===== src/rtl/lns_uadd_pkg.sv =====
package lns_uadd_pkg;

   // Correction log2(1 + 2^-x) at the start of segment idx, scaled by 2^prec_bits.
   // A segment spans 2^off_bits difference LSBs; one LSB is 2^-frac_bits.
   function automatic int corr_code(input int idx, input int off_bits,
                                    input int frac_bits, input int prec_bits);
      real x;
      real g;
      x = real'(idx) * $pow(2.0, real'(off_bits)) / $pow(2.0, real'(frac_bits));
      g = $ln(1.0 + $pow(2.0, -x)) / $ln(2.0);
      return $rtoi(g * $pow(2.0, real'(prec_bits)) + 0.5);
   endfunction

endpackage


===== src/rtl/lns_pipe_cut.sv =====
module lns_pipe_cut #(
   parameter int WIDTH      = 8,
   parameter bit REGISTERED = 1'b1
)(
   input  logic             clk,
   input  logic             rst_n,
   input  logic [WIDTH-1:0] d,
   output logic [WIDTH-1:0] q
);
   generate
      if (REGISTERED) begin : g_flop
         always_ff @(posedge clk or negedge rst_n) begin
            if (!rst_n) q <= '0;
            else        q <= d;
         end
      end else begin : g_wire
         assign q = d;
      end
   endgenerate
endmodule


===== src/rtl/lns_uadd_prep.sv =====
module lns_uadd_prep #(
   parameter int INT_BITS  = 7,
   parameter int FRAC_BITS = 8,
   parameter int CUT_LOG2  = 4
)(
   input  logic [INT_BITS+FRAC_BITS+1:0]   a,
   input  logic [INT_BITS+FRAC_BITS+1:0]   b,
   output logic                            byp,
   output logic [INT_BITS+FRAC_BITS+1:0]   byp_word,
   output logic                            sgn,
   output logic [INT_BITS+FRAC_BITS-1:0]   lmax,
   output logic                            far,
   output logic [CUT_LOG2+FRAC_BITS-1:0]   dlow
);
   localparam int LW = INT_BITS + FRAC_BITS;
   localparam int DW = CUT_LOG2 + FRAC_BITS;
   localparam int RW = LW + 1;

   logic [RW-1:0] ea, eb, diff, dmag;
   logic          a_big;

   always_comb begin
      ea    = {a[LW-1], a[LW-1:0]};
      eb    = {b[LW-1], b[LW-1:0]};
      diff  = ea - eb;
      a_big = ~diff[LW];
      dmag  = a_big ? diff : (RW'(0) - diff);
      far   = (dmag >> DW) != '0;
      dlow  = DW'(dmag);
      lmax  = a_big ? a[LW-1:0] : b[LW-1:0];
      sgn   = a_big ? a[LW+1]   : b[LW+1];
      byp      = ~a[LW] | ~b[LW];
      byp_word = ~a[LW] ? b : a;
   end
endmodule


===== src/rtl/lns_corr_rom.sv =====
module lns_corr_rom #(
   parameter int FRAC_BITS = 8,
   parameter int SEG_BITS  = 7,
   parameter int OFF_BITS  = 5,
   parameter int PREC_BITS = 12
)(
   input  logic [SEG_BITS-1:0] addr,
   output logic [PREC_BITS:0]  val,
   output logic [PREC_BITS:0]  slope
);
   localparam int SEGS = 1 << SEG_BITS;
   localparam int VW   = PREC_BITS + 1;

   logic [VW-1:0] val_tab [SEGS];
   logic [VW-1:0] slp_tab [SEGS];

   generate
      for (genvar g = 0; g < SEGS; g++) begin : g_seg
         localparam int V0 = lns_uadd_pkg::corr_code(g,     OFF_BITS, FRAC_BITS, PREC_BITS);
         localparam int V1 = lns_uadd_pkg::corr_code(g + 1, OFF_BITS, FRAC_BITS, PREC_BITS);
         assign val_tab[g] = VW'(V0);
         assign slp_tab[g] = VW'(V0 - V1);
      end
   endgenerate

   assign val   = val_tab[addr];
   assign slope = slp_tab[addr];
endmodule


===== src/rtl/lns_interp.sv =====
module lns_interp #(
   parameter int VAL_BITS = 13,
   parameter int OFF_BITS = 5
)(
   input  logic [VAL_BITS-1:0] val,
   input  logic [VAL_BITS-1:0] slope,
   input  logic [OFF_BITS-1:0] off,
   output logic [VAL_BITS-1:0] corr
);
   localparam int PW = VAL_BITS + OFF_BITS;

   logic [PW-1:0] prod;

   always_comb begin
      prod = PW'(slope) * PW'(off);
      corr = val - VAL_BITS'(prod >> OFF_BITS);
   end
endmodule


===== src/rtl/lns_uadd.sv =====
module lns_uadd #(
   parameter int INT_BITS   = 7,
   parameter int FRAC_BITS  = 8,
   parameter int SEG_BITS   = 7,
   parameter int CUT_LOG2   = 4,
   parameter int GUARD_BITS = 4,
   parameter int STAGES     = 4
)(
   input  logic                          clk,
   input  logic                          rst_n,
   input  logic [INT_BITS+FRAC_BITS+1:0] op_a,
   input  logic [INT_BITS+FRAC_BITS+1:0] op_b,
   output logic [INT_BITS+FRAC_BITS+1:0] sum_o
);
   localparam int LW   = INT_BITS + FRAC_BITS;
   localparam int W    = LW + 2;
   localparam int DW   = CUT_LOG2 + FRAC_BITS;
   localparam int OFF  = DW - SEG_BITS;
   localparam int P    = FRAC_BITS + GUARD_BITS;
   localparam int VW   = P + 1;
   localparam int RW   = LW + 1;
   localparam int SW   = LW + 1 + GUARD_BITS;
   localparam int HDR  = 1 + W + 1 + LW + 1;
   localparam int C0W  = HDR + DW;
   localparam int C1W  = HDR + VW + VW + OFF;
   localparam int C2W  = HDR + VW;
   localparam int SEGS = 1 << SEG_BITS;

   // elaboration-time parameter checks
   generate
      if (STAGES < 1 || STAGES > 4) begin : g_bad_stages
         $error("lns_uadd: STAGES must be 1..4");
      end
      if (SEG_BITS < 1 || SEG_BITS >= DW) begin : g_bad_seg
         $error("lns_uadd: SEG_BITS must leave at least one offset bit");
      end
      if (CUT_LOG2 < 1 || CUT_LOG2 > INT_BITS) begin : g_bad_cut
         $error("lns_uadd: CUT_LOG2 must be 1..INT_BITS");
      end
      if (GUARD_BITS < 1) begin : g_bad_guard
         $error("lns_uadd: GUARD_BITS must be at least 1");
      end
      if (lns_uadd_pkg::corr_code(SEGS, OFF, FRAC_BITS, P) >= (1 << (GUARD_BITS - 1))) begin : g_bad_tail
         $error("lns_uadd: correction at the cutoff does not round to zero");
      end
   endgenerate

   // ---------------- stage A: operand compare and difference
   logic          p_byp, p_sgn, p_far;
   logic [W-1:0]  p_bw;
   logic [LW-1:0] p_lmax;
   logic [DW-1:0] p_dlow;

   lns_uadd_prep #(
      .INT_BITS (INT_BITS),
      .FRAC_BITS(FRAC_BITS),
      .CUT_LOG2 (CUT_LOG2)
   ) u_prep (
      .a       (op_a),
      .b       (op_b),
      .byp     (p_byp),
      .byp_word(p_bw),
      .sgn     (p_sgn),
      .lmax    (p_lmax),
      .far     (p_far),
      .dlow    (p_dlow)
   );

   logic [C0W-1:0] c0_q;
   logic           s0_byp, s0_sgn, s0_far;
   logic [W-1:0]   s0_bw;
   logic [LW-1:0]  s0_lmax;
   logic [DW-1:0]  s0_dlow;

   lns_pipe_cut #(.WIDTH(C0W), .REGISTERED(STAGES >= 4)) u_cut0 (
      .clk  (clk),
      .rst_n(rst_n),
      .d    ({p_byp, p_bw, p_sgn, p_lmax, p_far, p_dlow}),
      .q    (c0_q)
   );
   assign {s0_byp, s0_bw, s0_sgn, s0_lmax, s0_far, s0_dlow} = c0_q;

   // ---------------- stage B: segment table read
   logic [SEG_BITS-1:0] r_addr;
   logic [OFF-1:0]      r_off;
   logic [VW-1:0]       r_val, r_slp;

   assign r_addr = SEG_BITS'(s0_dlow >> OFF);
   assign r_off  = OFF'(s0_dlow);

   lns_corr_rom #(
      .FRAC_BITS(FRAC_BITS),
      .SEG_BITS (SEG_BITS),
      .OFF_BITS (OFF),
      .PREC_BITS(P)
   ) u_rom (
      .addr (r_addr),
      .val  (r_val),
      .slope(r_slp)
   );

   logic [C1W-1:0] c1_q;
   logic           s1_byp, s1_sgn, s1_far;
   logic [W-1:0]   s1_bw;
   logic [LW-1:0]  s1_lmax;
   logic [VW-1:0]  s1_val, s1_slp;
   logic [OFF-1:0] s1_off;

   lns_pipe_cut #(.WIDTH(C1W), .REGISTERED(STAGES >= 3)) u_cut1 (
      .clk  (clk),
      .rst_n(rst_n),
      .d    ({s0_byp, s0_bw, s0_sgn, s0_lmax, s0_far, r_val, r_slp, r_off}),
      .q    (c1_q)
   );
   assign {s1_byp, s1_bw, s1_sgn, s1_lmax, s1_far, s1_val, s1_slp, s1_off} = c1_q;

   // ---------------- stage C: linear interpolation
   logic [VW-1:0] i_corr;

   lns_interp #(.VAL_BITS(VW), .OFF_BITS(OFF)) u_interp (
      .val  (s1_val),
      .slope(s1_slp),
      .off  (s1_off),
      .corr (i_corr)
   );

   logic [C2W-1:0] c2_q;
   logic           s2_byp, s2_sgn, s2_far;
   logic [W-1:0]   s2_bw;
   logic [LW-1:0]  s2_lmax;
   logic [VW-1:0]  s2_corr;

   lns_pipe_cut #(.WIDTH(C2W), .REGISTERED(STAGES >= 2)) u_cut2 (
      .clk  (clk),
      .rst_n(rst_n),
      .d    ({s1_byp, s1_bw, s1_sgn, s1_lmax, s1_far, i_corr}),
      .q    (c2_q)
   );
   assign {s2_byp, s2_bw, s2_sgn, s2_lmax, s2_far, s2_corr} = c2_q;

   // ---------------- stage D: add, round, saturate, select
   logic [SW-1:0] sum_fx;
   logic [RW-1:0] res;
   logic          ovf;
   logic [LW-1:0] res_l;
   logic [W-1:0]  f_word;

   always_comb begin
      sum_fx = {s2_lmax[LW-1], s2_lmax, {GUARD_BITS{1'b0}}}
             + (s2_far ? SW'(0) : SW'(s2_corr))
             + (SW'(1) << (GUARD_BITS - 1));
      res    = RW'(sum_fx >> GUARD_BITS);
      ovf    = res[LW] ^ res[LW-1];
      res_l  = ovf ? {1'b0, {(LW-1){1'b1}}} : res[LW-1:0];
      f_word = s2_byp ? s2_bw : {s2_sgn, 1'b1, res_l};
   end

   lns_pipe_cut #(.WIDTH(W), .REGISTERED(1'b1)) u_cut3 (
      .clk  (clk),
      .rst_n(rst_n),
      .d    (f_word),
      .q    (sum_o)
   );
endmodule


===== config.mk =====
export PLATFORM = sky130hd
export DESIGN_NAME = lns_uadd
export DESIGN_NICKNAME = d
export VERILOG_FILES = /design/src/rtl/lns_uadd_pkg.sv /design/src/rtl/lns_pipe_cut.sv /design/src/rtl/lns_uadd_prep.sv /design/src/rtl/lns_corr_rom.sv /design/src/rtl/lns_interp.sv /design/src/rtl/lns_uadd.sv
export SDC_FILE = /design/constraint.sdc
export NUM_CORES = 1
export LEC_CHECK = 0
export ABC_CLOCK_PERIOD_IN_PS = 5750
export BUFFER_PORTS_ARGS = -buffer_cell sky130_fd_sc_hd__buf_2
export CORE_MARGIN = 1
export CORE_UTILIZATION = 40
export CTS_CLUSTER_SIZE = 40
export DETAILED_ROUTE_END_ITERATION = 7
export GPL_TIMING_DRIVEN = 1
export PLACE_DENSITY = 0.6
export SYNTH_ARGS = -nofsm -noshare
export SYNTH_HDL_FRONTEND = slang
export SYNTH_HIERARCHICAL = 1
export SYNTH_SLANG_ARGS = --single-unit

===== constraint.sdc =====
create_clock -name clk -period 5.75 [get_ports clk]
set_clock_uncertainty 0.05 [all_clocks]
set_input_delay 0.575 -clock clk [delete_from_list [all_inputs] [get_ports clk]]
set_output_delay 0.575 -clock clk [all_outputs]
set_load 0.01 [all_outputs]

==> results.ini, run 1 <==
[run_status]
status=finished, final reports clean

[sta]
worst_slew_pin_slew_ps=832
max-slew-margin-rel=0.445
rsz0062_at_grt=no
fmax_mhz=183
drv_slew=0
tns_ps=0
fin_crit_sh=0.950
hold_violations=0
layout_min_cycle_time_ps=5460
hold-worst-slack_ps=140
worst_slack_ps=290
setup_violations=0

[routing]
vias_per_cell=5.35
highest_layer=met4
wl_met1_um=12700
wl_per_cell_um=16.9
first_iter_violations=731
wl_met3_um=1410
ant_nets=0
wl_um=26700
wl_met2_um=12100
first_pass_iters=5
remaining_drc_errors=0
vias=8470

[clock_tree]
hold_buffers=0
cts_tree=yes
cts_buffers=17
htreeDepth=4
cts_root_buf=clkbuf_16
numClockSinks=175
clk_latency_ps=430
ctsLongestPathBuffers=2
cts.clk_slew.worst_paths_ps=70

[placement]
hpwl_um=19800
portBuffers=52
gp_congestion=0.923
pre_cts_ws_ps=132
place_area_um2=11700

[grt]
grt_use_total=0.195
grt_pass1_wl_um=43700
first_global_vias=8362
grt_max_degree=94
grt-ovfl-total=0
antenna_found_initial=2

[critical_path]
critPathLaunchType=register
arrival_ps=5700
cp_max_fo=11
critical_path_class=reg2reg
critPathCaptureType=register
cp.required_ps=5990

[die]
die_area_um2=28700
start_util=0.412
dieHeight_um=169
rows=60
fp.coreArea_um2=27200
ios=53
die_w_um=169

[layout]
area_growth_pct=9.74
drive_gt1_frac=0.122
final_area_um2=12300
layout.nets=1338
nFillCells=2683

[min_path]
hold_path_class=in2async

[synthesis]
postSynthAreaPerCell_um2=9.56
syn_area_um2=11200
syn-instance-count=1171
ys.warnings.count=6

[power_and_ir_drop]
total_leakage_power_nw=5.51
vdd_drop_max_v=0.000402
power_density_nw_per_um2=543

[job]
max-cap-violations=0

-- cell usage in the layout, fill, tap and decap left out, types with 5 or more instances in the layout --
master and instances:
dfrtp_1 173, nand2_1 115, inv_1 87, ha_1 71, nor2_1 68, o21ai_0 66
a21oi_1 60, buf_2 51, and2_1 45, fa_1 35, nor3_1 31, xnor2_1 30
nand2b_1 25, nor2b_1 25, nand3_1 18, o21ai_1 18, clkbuf_16 17, o211ai_1 14
xor2_1 13, a31oi_1 13, a21o_1 12, o21a_1 11, buf_4 11, and3_1 10
a311oi_1 8, nand4_1 7, a21oi_2 7, nor4_1 7, a211oi_1 6, o31ai_1 6
mux2_2 5, a211o_1 5, conb_1 5
-- metal layers --
metal / vias to the layer above / GRT usage
met5: - / 0
met1: 4049 / 0.277
met4: 0 / 0.0811
li1: 4127 / -
met2: 258 / 0.294
met3: 36 / 0.0315
-- power by group --
| part | leakage, nW | switching [W] | internal, W |
|---|---|---|---|
| Clock | 0.281 | 0.000514 | 0.000588 |
| Combinational | 3.16 | 0.00226 | 0.00161 |
| Sequential | 2.07 | 0.000199 | 0.00150 |
-- critical path: stages (launching register included) --
cell,delay (ps)
dfrtp_1,400
buf_4,170
and2_1,160
fa_1,510
fa_1,540
inv_1,50
fa_1,520
inv_1,40
ha_1,320
o21a_1,180
o21ai_1,150
a31oi_2,80
o21a_1,200
or2_2,300
ha_1,230
or3_1,350
o221a_2,250
nand3_1,80
o21ai_1,90
o41ai_2,380
xnor3_1,280
-- final cells by class --
| type | instances | area (µm²) | share of cell area |
|---|---|---|---|
| Multi-Input combinational cell | 848 | 6150 | 0.501 |
| Sequential cell | 175 | 4380 | 0.357 |
| Tap cell | 372 | 465 | 0.0379 |
| Clock buffer | 18 | 439 | 0.0358 |
| Timing Repair Buffer | 63 | 349 | 0.0284 |
| Inverter | 91 | 342 | 0.0278 |
| Clock inverter | 14 | 146 | 0.0119 |
| Antenna cell | 2 | 5.00 | 0.000407 |
-- registers in the layout (all words and copies together) (netlist names) --
name	flops
u_cut0/q	47
u_cut1/q	66
u_cut2/q	45
u_cut3/q	17
-- metrics by stage --
stage	total power, W	std cells	utilization
6_report	0.00666	1583	0.452
5_1_grt	0.00723	1583	0.452
3_3_place_gp	0.00550	1548	0.430
4_1_cts	0.00667	1580	0.451
3_5_place_dp	0.00553	1548	0.430
2_1_floorplan	0.00467	1175	-
-- worst paths after layout --
kind | startpoint | endpoint | slack [ps] | depth (start not counted)
hold reg to reg | u_cut1/q[55] | u_cut2/q[37] | 290 | 0
hold / removal | rst_n | u_cut0/q[45] | 140 | 1
max in group asynchronous | rst_n | u_cut1/q[2] | 4340 | 2
setup / recovery | u_cut1/q[4] | u_cut2/q[12] | 290 | 20
setup reg to reg | u_cut1/q[4] | u_cut2/q[12] | 290 | 20
min in group clk | op_b[15] | u_cut0/q[46] | 260 | 2
-- what timing repair did --
item | CTS | global route
resized for setup | 0 | 3
setup buffers | 0 | 1
endpoints found under the setup margin | 0 | 2
No activity file was read; power rests on OpenSTA's default activity.
==> run 2, diff against run 1 <==
--- a/config.mk
+++ b/config.mk
@@ -11,7 +11,7 @@
 export CORE_UTILIZATION = 40
 export CTS_CLUSTER_SIZE = 40
 export DETAILED_ROUTE_END_ITERATION = 7
-export GPL_TIMING_DRIVEN = 1
+export GPL_TIMING_DRIVEN = 0
 export PLACE_DENSITY = 0.6
 export SYNTH_ARGS = -nofsm -noshare
 export SYNTH_HDL_FRONTEND = slang
==> results.ini, run 2 (same netlist as run 1, synthesis figures left out) <==
[sta]
setup_violations=0  ; unchanged
hold_violations=0  ; unchanged
max-slew-margin-rel=0.512  ; +0.0669
rsz0062_at_grt=no
fin_crit_sh=0.964  ; +0.0146
worst_slew_pin_slew_ps=731  ; -102 ps
drv_slew=0  ; unchanged
fmax_mhz=180  ; -1.5%
layout_min_cycle_time_ps=5540  ; +83.8 ps

[grt]
grt_max_degree=92  ; -2.1%
antenna_found_initial=1  ; -1
grt_pass1_wl_um=49000  ; +12%
first_global_vias=8747  ; +4.6%
grt-ovfl-total=0  ; unchanged
grt_use_total=0.224  ; +0.0292

[placement]
hpwl_um=23500  ; +19%
portBuffers=52  ; unchanged
gp_congestion=0.991  ; +7.4%
place_area_um2=12000  ; +2.5%

[critical_path]
critPathCaptureType=register
cp_max_fo=10  ; -1
cp.required_ps=6000  ; about the same
critPathLaunchType=register
r2r_start=u_cut1/q[2]
crit_path_cell_trace=buf_4 -> nand2_1 -> fa_1 -> fa_1 -> inv_1 -> fa_1 -> ha_1 -> a21o_1 -> a21oi_2 -> and2_2 -> nor2b_1 -> o21a_1 -> or2_2 -> ha_1 -> a211oi_1 -> nor2_1 -> o221a_2 -> nand3_1 -> o21ai_1 -> o41ai_2 -> xnor3_1
timing.rr.end=u_cut2/q[12]
critical_path_class=reg2reg
rrSetupSlack_ps=210  ; -80 ps
critPathTopFamily=adder cells
r2r_cells=21  ; +5.0%
crit_buf_inv=2  ; -1
arrival_ps=5790  ; +90 ps
crit_path_max_incr_delay_ps=550  ; about the same
slowest_stage=fa_1
cpMostUsedCell=fa_1

[power_and_ir_drop]
power_density_nw_per_um2=555  ; +2.3%
vdd_drop_max_v=0.000298  ; -26%
total_leakage_power_nw=5.73  ; +4.0%
total_power_w=0.00702  ; +5.4%

[die]
dieHeight_um=169  ; unchanged
rows=60  ; unchanged
die_w_um=169  ; unchanged
die_area_um2=28700  ; unchanged
ios=53  ; unchanged
fp.coreArea_um2=27200  ; unchanged
start_util=0.412  ; unchanged

[routing]
wl_per_cell_um=18.8  ; +11%
vias=8913  ; +5.2%
first_pass_iters=5  ; unchanged
first_iter_violations=767  ; +4.9%
ant_nets=0  ; unchanged
remaining_drc_errors=0  ; unchanged
vias_per_cell=5.46  ; +2.1%
wl_um=30600  ; +15%

[layout]
top_register=u_cut1/q
area_growth_pct=13.1
largest_reg_flops=66  ; unchanged
final_common_cell=dfrtp_1
final_area_um2=12700  ; +3.0%
layout.nets=1389  ; +3.8%
antenna_cells=0  ; -2
mostFrequentLayoutCells=dfrtp_1, nand2_1, inv_1, ha_1, buf_2
drive_gt1_frac=0.144  ; +0.0220
reg_top3=u_cut1/q (66), u_cut0/q (47), u_cut2/q (45)

[clock_tree]
ctsLongestPathBuffers=2  ; unchanged
hold_buffers=0  ; unchanged
cts_root_buf=clkbuf_16
cts.clk_slew.worst_paths_ps=80  ; about the same
cts_buffers=17  ; unchanged
cts_tree=yes
numClockSinks=175  ; unchanged
htreeDepth=4  ; unchanged
clk_latency_ps=430  ; about the same

[min_path]
hold_path_class=in2async

[run_status]
status=finished, final reports clean

[job]
max-cap-violations=0  ; unchanged

## run 2: changes by cell type in the layout (fill, tap and decap cells not counted), sizes merged
cell,before,now
clkbuf,18,33
diode,2,0
bufinv,0,2
inv,93,97
buf,63,98
clkinvlp,2,0
clkinv,10,7
## run 2: area by class of cell
type	instances	area, µm²
clock buffer	17	425
buffer	59	340
multi-input combinational	848	6150
tap	372	465
timing repair buffer	55	313
inverter	91	342
clock inverter	15	231
sequential	175	4380
fill	2651	14500
## run 2: where the power goes
group | switching (W) | internal, W | total (W)
Clock | 0.000561 | 0.000685 | 0.00125
Sequential | 0.000169 | 0.00150 | 0.00166
Combinational | 0.00246 | 0.00165 | 0.00411
## run 2: worst max path at each step
stage                         endpoint        start  cells after the start  slack, ps
after floorplan           u_cut2/q[12]  u_cut1/q[4]                     21        380
final                     u_cut2/q[12]  u_cut1/q[2]                     21        210
after detailed placement  u_cut2/q[12]  u_cut1/q[4]                     21       -300
after CTS                 u_cut2/q[12]  u_cut1/q[4]                     21         20
after global routing      u_cut2/q[12]  u_cut1/q[2]                     21          2
after global placement    u_cut2/q[12]  u_cut1/q[4]                     21       -320
## run 2: per-stage QoR
stage,setup WS [ps],util,cells,hold slack (ps),TNS (ps)
6_report,206,0.466,1632,81.2,0
5_1_grt,1.70,0.466,1632,136,0
4_1_cts,19.9,0.465,1632,105,0
3_5_place_dp,-301,0.441,1600,285,-594
3_3_place_gp,-323,0.439,1599,282,-541
2_1_floorplan,376,-,1175,229,0
## run 2: metal layers
layer,vias up,wire length [µm],track usage
li1,4217,-,-
met5,-,9,0
met3,87,1690,0.0317
met2,323,13400,0.339
met1,4284,14400,0.317
met4,2,1080,0.101
## run 2: what timing repair did
action                     CTS  global route
buffers inserted             0             2
pin swaps                    0             1
resized for setup           10             3
setup endpoints to repair    3             3
gates cloned                 0             0
## run 2: worst reg2reg max path: cells and delay by family (launching register included)
family	cells	cell delay, ps
fa+ha+maj	5	2150
buf+inv	2	260
flops	1	470
compound gates	7	1420
xor+xnor	1	270
simple gates	6	800
==> run 3, diff against run 2 <==
--- a/config.mk
+++ b/config.mk
@@ -15,5 +15,5 @@
 export PLACE_DENSITY = 0.6
 export SYNTH_ARGS = -nofsm -noshare
 export SYNTH_HDL_FRONTEND = slang
-export SYNTH_HIERARCHICAL = 1
 export SYNTH_SLANG_ARGS = --single-unit
+export TNS_END_PERCENT = 50
==> results.ini, run 3 <==
[clock_tree]
numClockSinks=170  ; -2.9%
cts_buffers=17  ; unchanged
hold_buffers=0  ; unchanged
htreeDepth=4  ; unchanged
clk_latency_ps=430  ; about the same
cts.clk_slew.worst_paths_ps=80  ; about the same
ctsLongestPathBuffers=2  ; unchanged
cts_root_buf=clkbuf_16
cts_tree=yes

[sta]
setup_violations=0  ; unchanged
worst_slack_ps=320  ; +114 ps
layout_min_cycle_time_ps=5430  ; -114 ps
tns_ps=0  ; unchanged
hold_violations=0  ; unchanged
fin_crit_sh=0.944  ; -0.0199
rsz0062_at_grt=no
drv_slew=0  ; unchanged
fmax_mhz=184  ; +2.1%
worst_slew_pin_slew_ps=973  ; +242 ps
max-slew-margin-rel=0.351  ; -0.161

[power_and_ir_drop]
vdd_drop_max_v=0.000340  ; +14%
total_leakage_power_nw=5.04  ; -12%
power_density_nw_per_um2=478  ; -14%

[grt]
grt-ovfl-total=0  ; unchanged
grt_use_total=0.209  ; -0.0148
grt_pass1_wl_um=39900  ; -19%
grt_max_degree=109  ; +18%
first_global_vias=7436  ; -15%
antenna_found_initial=3  ; +2

[layout]
area_growth_pct=14.0
largest_reg_flops=61  ; -7.6%
drive_gt1_frac=0.114  ; -0.0303
mostFrequentLayoutCells=dfrtp_1, nand2_1, ha_1, a21oi_1, o21ai_0
layout.nets=1206  ; -13%
top_register=u_cut1.q
final_common_cell=dfrtp_1
reg_top3=u_cut1.q (61), u_cut0.q (47), u_cut2.q (45)
nFillCells=2321  ; -12%

[critical_path]
critPathTopFamily=adder cells
cp_max_fo=8  ; -2
cp.required_ps=6050  ; +50 ps
cpMostUsedCell=fa_1
r2r_cells=20  ; -4.8%
crit_path_cell_trace=nand2_1 -> fa_1 -> fa_1 -> fa_1 -> inv_1 -> ha_1 -> a21oi_1 -> o21ai_1 -> a21oi_2 -> o21bai_1 -> a21oi_2 -> o21ai_2 -> o31a_1 -> or3_1 -> ha_1 -> a21o_1 -> a21oi_1 -> o31ai_2 -> nor4_2 -> xor2_1
crit_buf_inv=1  ; -1
crit_path_max_incr_delay_ps=550  ; about the same
arrival_ps=5730  ; -60 ps
timing.rr.end=u_cut2.q[12]
slowest_stage=fa_1
critPathLaunchType=register
rrSetupSlack_ps=320  ; +110 ps
critical_path_class=reg2reg
critPathCaptureType=register
r2r_start=u_cut1.q[3]

[synthesis]
synth_cell_types=62
syn-instance-count=1001  ; -15%
async_reset_ff_frac=1.00
netlist_top_cells_area=dfrtp_1, ha_1, a21oi_1, nand2_1, fa_1
synthSimpleGateAreaFrac=0.141
synth_top_family_by_area=compound AO/OA/AOI/OAI gates
synth_top_area_cell=dfrtp_1
syn_area_um2=9760  ; -13%
synth_compound_area_frac=0.173
syn_nets=1134
postSynthAreaPerCell_um2=9.75  ; +2.0%
synthAdderAreaFrac=0.139
synth_xor_area_frac=0.0449
ys_seq_elements=170
synth_top_area_share=0.436
ys.warnings.count=0  ; -6
synth_commonest_cells=dfrtp_1, nand2_1, a21oi_1, ha_1, o21ai_0
synth_edf_count=0
synth.most_common_cell=dfrtp_1
synth_ff_type=dfrtp_1
yosysSeqAreaShare=0.436
synthMuxAreaShare=0.0204

[die]
die_w_um=158  ; -6.5%
ios=53  ; unchanged
dieHeight_um=158  ; -6.5%
rows=56  ; -6.7%
die_area_um2=25000  ; -13%
start_util=0.412  ; about the same
fp.coreArea_um2=23700  ; -13%

[placement]
pre_cts_ws_ps=-7.97  ; +293 ps
hpwl_um=18500  ; -22%
portBuffers=52  ; unchanged
gp_congestion=0.957  ; -3.5%

[routing]
wl_um=24300  ; -21%
wl_per_cell_um=17.3  ; -7.9%
first_iter_violations=665  ; -13%
vias_per_cell=5.37  ; -1.6%
vias=7567  ; -15%
remaining_drc_errors=0  ; unchanged
first_pass_iters=6  ; +1
ant_nets=0  ; unchanged

[job]
max-cap-violations=0  ; unchanged

[run_status]
status=finished, final reports clean

[min_path]
hold_path_class=in2async

run 3: cell count changes in the layout (fill, tap and decap cells not counted), moves of 15 or more:
cell	change
buf_2	-17
a21oi_1	+17
clkbuf_1	+17
inv_1	-25
nor2_1	-15
and2_1	-20
nor3_1	-16
fa_1	-16
buf_4	-16
run 3: cell families (layout without fill, tap and decap cells):
family / after synthesis / count (layout)
other: 0 / 3
muxes: 14 / 14
buffers and inverters: 110 / 195
xor gates and xnor gates: 50 / 50
adders and majority gates: 97 / 97
AOI/OAI and AO/OA: 273 / 273
and+or+nand+nor: 287 / 287
DFF: 170 / 170
run 3: report_power, final:
| part | switching (W) | total [W] | leakage, nW | internal, W |
|---|---|---|---|---|
| clock | 0.000560 | 0.00116 | 0.304 | 0.000603 |
| combinational | 0.00157 | 0.00255 | 2.72 | 0.000987 |
| sequential | 0.000167 | 0.00160 | 2.02 | 0.00143 |
run 3: final cells by class:
| cell class | instances | area [µm²] | share of cell area |
|---|---|---|---|
| multi-input cells | 721 | 5080 | 0.457 |
| well taps | 319 | 399 | 0.0359 |
| flip-flops and latches | 170 | 4260 | 0.383 |
| clock inverters | 15 | 206 | 0.0186 |
| inverters | 62 | 233 | 0.0209 |
| diodes | 3 | 7.51 | 0.000675 |
| clock buffers | 17 | 425 | 0.0382 |
| plain buffers | 48 | 218 | 0.0196 |
| repair buffers | 53 | 298 | 0.0268 |
run 3: worst max-delay path by stage:
stage                            from  slack, ps      endpoint  depth (start not counted)
after detailed placement  u_cut1.q[3]         -8  u_cut2.q[12]                         20
after CTS                 u_cut1.q[4]         40  u_cut2.q[12]                         20
after floorplan           u_cut1.q[4]        590  u_cut2.q[12]                         20
after global placement    u_cut1.q[3]         30  u_cut2.q[12]                         20
final                     u_cut1.q[3]        320  u_cut2.q[12]                         20
after global routing      u_cut1.q[4]         10  u_cut2.q[12]                         20
run 3: what timing repair did:
action | in CTS | in global routing
pin swaps | 0 | 1
resized for setup | 3 | 5
endpoints found under the setup margin | 2 | 3
buffers inserted | 0 | 0
run 3: worst register-to-register path, cell delays in order (launching register included):
cell and delay, ps:
dfrtp_2 490, nand2_1 110, fa_1 500, fa_1 530, fa_1 550, inv_1 50, ha_1 300, a21oi_1 130
o21ai_1 140, a21oi_2 200, o21bai_1 120, a21oi_2 230, o21ai_2 120, o31a_1 260, or3_1 380, ha_1 340
a21o_1 180, a21oi_1 170, o31ai_2 150, nor4_2 180, xor2_1 180
run 3: layer usage:
layer	global-route usage	wire, µm
met1	0.299	11500
met2	0.310	10500
met3	0.0353	1450
met4	0.0929	879
met5	0	0
run 3: through the flow:
step	instance area (µm²)	power (W)	instances	hold WS [ps]	utilization
finish	11100	0.00532	1408	9.02	0.470
global placement	10400	0.00410	1372	282	0.440
floorplan	9760	0.00340	1001	229	-
detailed placement	10500	0.00410	1373	285	0.442
global route	11100	0.00570	1408	34.8	0.470
CTS	11100	0.00530	1405	11.8	0.468
